===== config.mk =====
export PLATFORM = sky130hd
export DESIGN_NAME = i2c_scl_sync
export DESIGN_NICKNAME = d
export VERILOG_FILES = /design/src/rtl/sclsync_pkg.sv /design/src/rtl/sclsync_line_mon.sv /design/src/rtl/sclsync_baud.sv /design/src/rtl/i2c_scl_sync.sv
export SDC_FILE = /design/constraint.sdc
export NUM_CORES = 1
export LEC_CHECK = 0
export CORE_ASPECT_RATIO = 1.5
export CORE_UTILIZATION = 50
export DETAILED_ROUTE_END_ITERATION = 8
export PLACE_DENSITY = 0.8
export SYNTH_ARGS = -nofsm -noshare
export SYNTH_HDL_FRONTEND = slang
export SYNTH_SLANG_ARGS = --single-unit

===== constraint.sdc =====
create_clock -name clk -period 4.5 [get_ports clk]
set_clock_uncertainty 0.05 [all_clocks]
set_input_delay 0.9 -clock clk [delete_from_list [all_inputs] [get_ports clk]]
set_output_delay 0.9 -clock clk [all_outputs]
set_load 0.02 [all_outputs]

===== src/rtl/sclsync_pkg.sv =====
package sclsync_pkg;

    typedef enum logic [2:0] {
        ST_IDLE,
        ST_LEAD,
        ST_LOW,
        ST_HIGH,
        ST_HOLD9,
        ST_HOLD10
    } sclsync_state_e;

endpackage


===== src/rtl/sclsync_line_mon.sv =====
module sclsync_line_mon #(
    parameter int SYNC_STAGES = 2
) (
    input  logic clk,
    input  logic rst_n,
    input  logic pin_raw_i,
    input  logic watch_i,
    output logic pin_s_o,
    output logic line_high_o,
    output logic ext_fall_o
);

    logic [SYNC_STAGES-1:0] sh_q;
    logic                   seen_q;

    always_ff @(posedge clk or negedge rst_n) begin
        if (!rst_n) begin
            sh_q <= '1;
        end else begin
            sh_q <= {sh_q[SYNC_STAGES-2:0], pin_raw_i};
        end
    end

    // Line counts as high only when every stage agrees, which filters the
    // stale ones still in the pipe right after this block stops pulling low.
    assign pin_s_o     = sh_q[SYNC_STAGES-1];
    assign line_high_o = &sh_q;

    always_ff @(posedge clk or negedge rst_n) begin
        if (!rst_n) begin
            seen_q <= 1'b0;
        end else begin
            seen_q <= watch_i && (seen_q || line_high_o);
        end
    end

    assign ext_fall_o = watch_i && seen_q && !pin_s_o;

    AST_FALL_AFTER_HIGH: assert property (@(posedge clk) disable iff (!rst_n)
        ext_fall_o |-> $past(watch_i)) else $error("fall outside watched phase");

endmodule


===== src/rtl/sclsync_baud.sv =====
module sclsync_baud #(
    parameter int BRG_W = 8
) (
    input  logic             clk,
    input  logic             rst_n,
    input  logic             load_i,
    input  logic [BRG_W-1:0] reload_i,
    input  logic             count_en_i,
    output logic [BRG_W-1:0] cnt_o,
    output logic             zero_o
);

    logic [BRG_W-1:0] cnt_q;

    always_ff @(posedge clk or negedge rst_n) begin
        if (!rst_n) begin
            cnt_q <= '0;
        end else if (load_i) begin
            cnt_q <= reload_i;
        end else if (count_en_i && (cnt_q != '0)) begin
            cnt_q <= cnt_q - 1'b1;
        end
    end

    assign cnt_o  = cnt_q;
    assign zero_o = (cnt_q == '0);

    AST_BAUD_NO_WRAP: assert property (@(posedge clk) disable iff (!rst_n)
        (!load_i && zero_o) |=> zero_o) else $error("counter wrapped");

endmodule


===== src/rtl/i2c_scl_sync.sv =====
module i2c_scl_sync
    import sclsync_pkg::*;
#(
    parameter int BRG_W        = 8,
    parameter int FRAME_PULSES = 9,
    parameter int SYNC_STAGES  = 2
) (
    input  logic             clk,
    input  logic             rst_n,
    input  logic             scl_in_i,
    input  logic [BRG_W-1:0] reload_i,
    input  logic             sync_en_i,
    input  logic             start_i,
    input  logic             extra_pulse_i,
    input  logic             hold9_en_i,
    input  logic             hold10_en_i,
    input  logic             force_low_i,
    input  logic             rel_on_stop_i,
    input  logic             stop_det_i,
    output logic             scl_oe_o,
    output logic             xfer_clk_o
);

    localparam int                PCNT_W  = $clog2(FRAME_PULSES + 2);
    localparam logic [PCNT_W-1:0] LAST_P  = PCNT_W'(FRAME_PULSES);
    localparam logic [PCNT_W-1:0] EXTRA_P = PCNT_W'(FRAME_PULSES + 1);
    localparam logic [PCNT_W-1:0] ONE_P   = PCNT_W'(1);

    sclsync_state_e    state_q, state_d;
    logic [PCNT_W-1:0] pcnt_q, pcnt_d;
    logic [BRG_W-1:0]  cnt;
    logic              zero, load, count_en, done;
    logic              pin_s, line_high, ext_fall;
    logic              hi_phase, hi_end, rel_stop, int_scl;

    assign hi_phase = (state_q == ST_LEAD) || (state_q == ST_HIGH);
    assign rel_stop = stop_det_i && rel_on_stop_i;

    sclsync_line_mon #(.SYNC_STAGES(SYNC_STAGES)) u_line (
        .clk         (clk),
        .rst_n       (rst_n),
        .pin_raw_i   (scl_in_i),
        .watch_i     (hi_phase),
        .pin_s_o     (pin_s),
        .line_high_o (line_high),
        .ext_fall_o  (ext_fall)
    );

    sclsync_baud #(.BRG_W(BRG_W)) u_baud (
        .clk        (clk),
        .rst_n      (rst_n),
        .load_i     (load),
        .reload_i   (reload_i),
        .count_en_i (count_en),
        .cnt_o      (cnt),
        .zero_o     (zero)
    );

    // High phases freeze while the line is held low by someone else.
    assign count_en = (state_q == ST_LOW) || (hi_phase && (!sync_en_i || line_high));
    assign done     = count_en && zero;
    assign hi_end   = hi_phase && (done || (sync_en_i && ext_fall));

    always_comb begin
        state_d = state_q;
        pcnt_d  = pcnt_q;
        load    = 1'b0;
        if (rel_stop) begin
            state_d = ST_IDLE;
            pcnt_d  = '0;
        end else begin
            unique case (state_q)
                ST_IDLE: begin
                    if (start_i) begin
                        state_d = ST_LEAD;
                        pcnt_d  = '0;
                        load    = 1'b1;
                    end
                end
                ST_LEAD: begin
                    if (hi_end) begin
                        state_d = ST_LOW;
                        pcnt_d  = ONE_P;
                        load    = 1'b1;
                    end
                end
                ST_LOW: begin
                    if (done) begin
                        state_d = ST_HIGH;
                        load    = 1'b1;
                    end
                end
                ST_HIGH: begin
                    if (hi_end) begin
                        if (pcnt_q == LAST_P) begin
                            if (hold9_en_i) begin
                                state_d = ST_HOLD9;
                            end else if (extra_pulse_i) begin
                                state_d = ST_LOW;
                                pcnt_d  = EXTRA_P;
                                load    = 1'b1;
                            end else begin
                                state_d = ST_IDLE;
                            end
                        end else if (pcnt_q == EXTRA_P) begin
                            state_d = hold10_en_i ? ST_HOLD10 : ST_IDLE;
                        end else begin
                            state_d = ST_LOW;
                            pcnt_d  = pcnt_q + 1'b1;
                            load    = 1'b1;
                        end
                    end
                end
                ST_HOLD9: begin
                    if (!hold9_en_i) begin
                        state_d = ST_IDLE;
                    end
                end
                ST_HOLD10: begin
                    if (!hold10_en_i) begin
                        state_d = ST_IDLE;
                    end
                end
                default: begin
                    state_d = ST_IDLE;
                end
            endcase
        end
    end

    always_ff @(posedge clk or negedge rst_n) begin
        if (!rst_n) begin
            state_q <= ST_IDLE;
            pcnt_q  <= '0;
        end else begin
            state_q <= state_d;
            pcnt_q  <= pcnt_d;
        end
    end

    always_comb begin
        unique case (state_q)
            ST_IDLE, ST_LEAD, ST_HIGH: int_scl = 1'b1;
            default:                   int_scl = 1'b0;
        endcase
        scl_oe_o   = force_low_i || !int_scl;
        xfer_clk_o = int_scl && pin_s;
    end

    AST_FREEZE_HIGH: assert property (@(posedge clk) disable iff (!rst_n)
        (hi_phase && sync_en_i && !line_high && !ext_fall) |=> $stable(cnt))
        else $error("count moved while line held low");

    AST_EXT_RELOAD: assert property (@(posedge clk) disable iff (!rst_n)
        ((state_q == ST_LEAD || (state_q == ST_HIGH && pcnt_q < LAST_P))
            && sync_en_i && ext_fall && !rel_stop)
        |=> (state_q == ST_LOW && cnt == $past(reload_i)))
        else $error("external fall did not reload");

    AST_LOW_TIMING: assert property (@(posedge clk) disable iff (!rst_n)
        (state_q == ST_LOW && !done && !rel_stop) |=> (state_q == ST_LOW))
        else $error("low phase cut short");

    AST_PCNT_RANGE: assert property (@(posedge clk) disable iff (!rst_n)
        pcnt_q <= EXTRA_P) else $error("pulse count overflow");

    AST_HOLD9_KEEP: assert property (@(posedge clk) disable iff (!rst_n)
        (state_q == ST_HOLD9 && hold9_en_i && !rel_stop) |=> scl_oe_o)
        else $error("ninth-pulse hold lost");

    AST_STOP_RELEASE: assert property (@(posedge clk) disable iff (!rst_n)
        rel_stop |=> (!scl_oe_o || force_low_i))
        else $error("stop did not release line");

endmodule


==> flow_summary.yaml <==
clock_tree:
  cts_hold_buf: 0
  cts_tree: "done"
  cts_root_buffer: "clkbuf_4"
  cts_sinks: 18
  clk_pin_slew_worst_paths_ps: 100
  cts_resized: 0
  postCtsSetupRepairBufs: 0
  clock_latency_ps: 300
  h-tree-depth: 1
  cts.path.max_buffers: 2
  cts_made_buffers: 3
layout:
  diodes: 0
  drive_gt1_share_pct: 8.02
  area_growth_pct: 19.4
  fin_nets: 187
  finalCoreUtilization_pct: 62.3
drt:
  drt-initial-drc-count: 31
  avgRoutedWirePerCell_um: 15.1
  drc: 0
  viasPerCell: 6.21
  drtAntennaViolNets: 0
  wl_um: 2810
  num_vias: 1155
  firstDrtPassIters: 4
yosys:
  synth_top_area_cell: "dfrtp_1"
  synth_common_cells: "dfrtp_1, nand2_1, a21oi_1"
  ys_seq_area_share_pct: 35.8
  async_flop_share_pct: 100
  yosysUniqueCellTypes: 49
  ys_seq_elements: 18
  synth-edff-count: 0
  synth_top_area_share_pct: 31.7
  synth_area_leaders: "dfrtp_1, ha_1, a21oi_1"
  syn_inst: 141
  ys.flop_type: "dfrtp_1"
  syn_nets: 165
  yosys_warnings: 0
  syn_area_per_cell_sq_um: 8.97
  netlist_area_sq_mm: 0.00126
timing:
  min_period_ps: 3180
  maxSlewHeadroom_pct: 43.8
  post-route-worst-setup-slack_ps: 1320
  setup_tns_ps: 0
  setup_viol: 0
  tightest_slew_ps: 841
  max_freq_mhz: 314
  final-hold-violation-count: 0
  period_share_pct: 70.7
  drv_slew: 0
  rsz0062_at_grt: "no"
power_and_ir_drop:
  ir_worst_vdd_uv: 339
  powerDensity_mw_per_mm2: 439
  p_leak_uw: 0.000595
placed_design:
  dp_slack_ps: 1340
  portBuffers: 20
  gp_congestion: 0.846
  dp_hpwl_um: 2170
global_route:
  grt_pass1_vias: 1146
  grt_max_degree: 19
  antenna_found_initial: 0
  globalRoute.totalOverflow: 0
  grt.total_usage_pct: 22.8
  grt_pass1_wl_um: 4770
floorplan:
  die_w_um: 43.1
  die_h_um: 63.6
  start_util_pct: 52.2
  die_area_sq_mm: 0.00274
  row_count: 22
  ioPinCount: 21
  core_area_sq_mm: 0.00242
min_path:
  hp-class: "flip-flop to flip-flop"
setup_path:
  crit_path_frequent_cell: "clkdlybuf4s50_1"
  slowest_delay_ps: 550
  worstPathMaxFanout: 1
  worst_setup_path_start_kind: "primary input"
  worstPathCellList: "clkdlybuf4s50_1 > or3_1 > clkdlybuf4s50_1"
  end_kind: "output port"
  worstPathArrival_ps: 2230
  critPathSlowestCell: "clkdlybuf4s50_1"
  worstSetupPathType: "primary input to output port"
  worstPathRequired_ps: 3550
flow_run:
  drv_cap: 0
outcome:
  outcome: "completed"
metal layers:
layer / vias to the layer above / share of wire (%) / track usage (%)
met2: 22 / 57 / 40.7
met1: 561 / 39 / 25.1
li1: 564 / - / -
met3: 8 / 2.3 / 2.29
met5: - / 0 / 0
met4: 0 / 2.0 / 12.9
cells by family after synthesis:
family,Yosys count,synth area share [%]
multiplexers,7,5.93
buffers and inverters,11,3.26
XOR/XNOR,3,2.08
AO/OA/AOI/OAI,36,21.5
flip-flops,18,35.8
AND/OR/NAND/NOR,61,26.5
adder cells (fa/ha/maj),5,4.95
state kept, by name, summed over array words and instances (netlist names):
register       cells
u_baud.cnt_o       8
pcnt_q             4
u_line.seen_q      1
u_line.sh_q        2
state_q            3
power by group:
group	internal (uW)	total, uW	switching [uW]
registers	209	274	65.5
logic	145	304	159
clock network	34.5	85.0	50.4
through the flow:
stage	area, sq um	hold WS, ps	total power [uW]	cells
finish	1510	338	663	186
global route	1510	341	720	186
CTS	1510	338	670	186
detailed placement	1480	323	583	182
global placement	1480	317	568	182
floorplan	1260	311	501	141
layout make-up:
| cell class | instances | area [sq um] |
|---|---|---|
| multi-input combinational | 112 | 771 |
| timing repair buffer | 20 | 200 |
| fill | 221 | 912 |
| inverter | 8 | 30.0 |
| sequential | 18 | 453 |
| clock buffer | 4 | 26.3 |
| tap | 24 | 30.0 |
path summary, 6_finish.rpt:
kind / cells after the start / to / slack [ps] / start
setup / recovery: 3 / scl_oe_o / 1320 / force_low_i
hold / removal: 0 / u_line.sh_q[1] / 340 / u_line.sh_q[0]
setup reg to reg: 6 / u_baud.cnt_o[3] / 2110 / state_q[0]
hold reg to reg: 0 / u_line.sh_q[1] / 340 / u_line.sh_q[0]
max in group asynchronous: 1 / u_baud.cnt_o[3] / 2860 / rst_n
min in group asynchronous: 1 / u_baud.cnt_o[6] / 1030 / rst_n
critical path, delay by kind of cell:
kind | cells | cell delay [ps]
simple gates | 1 | 370
buf+inv | 2 | 970
layout by cell type (no fill, tap or decap), types with 2 or more instances in the layout:
cell and n:
nand2b_1 2, nor3_1 4, nor4_1 2, a21oi_1 12, clkdlybuf4s50_1 20, dfstp_2 2
nand3_1 7, nor3b_1 3, inv_1 8, or3_1 3, o2bb2ai_1 2, ha_1 5
o211ai_1 3, o21a_1 2, dfrtp_1 16, nor2_1 11, nand4b_1 3, xor2_1 2
clkbuf_4 3, mux2i_1 3, nor2b_1 2, nand2_1 16, mux2_1 4
Power figures use the tool's default switching activity.
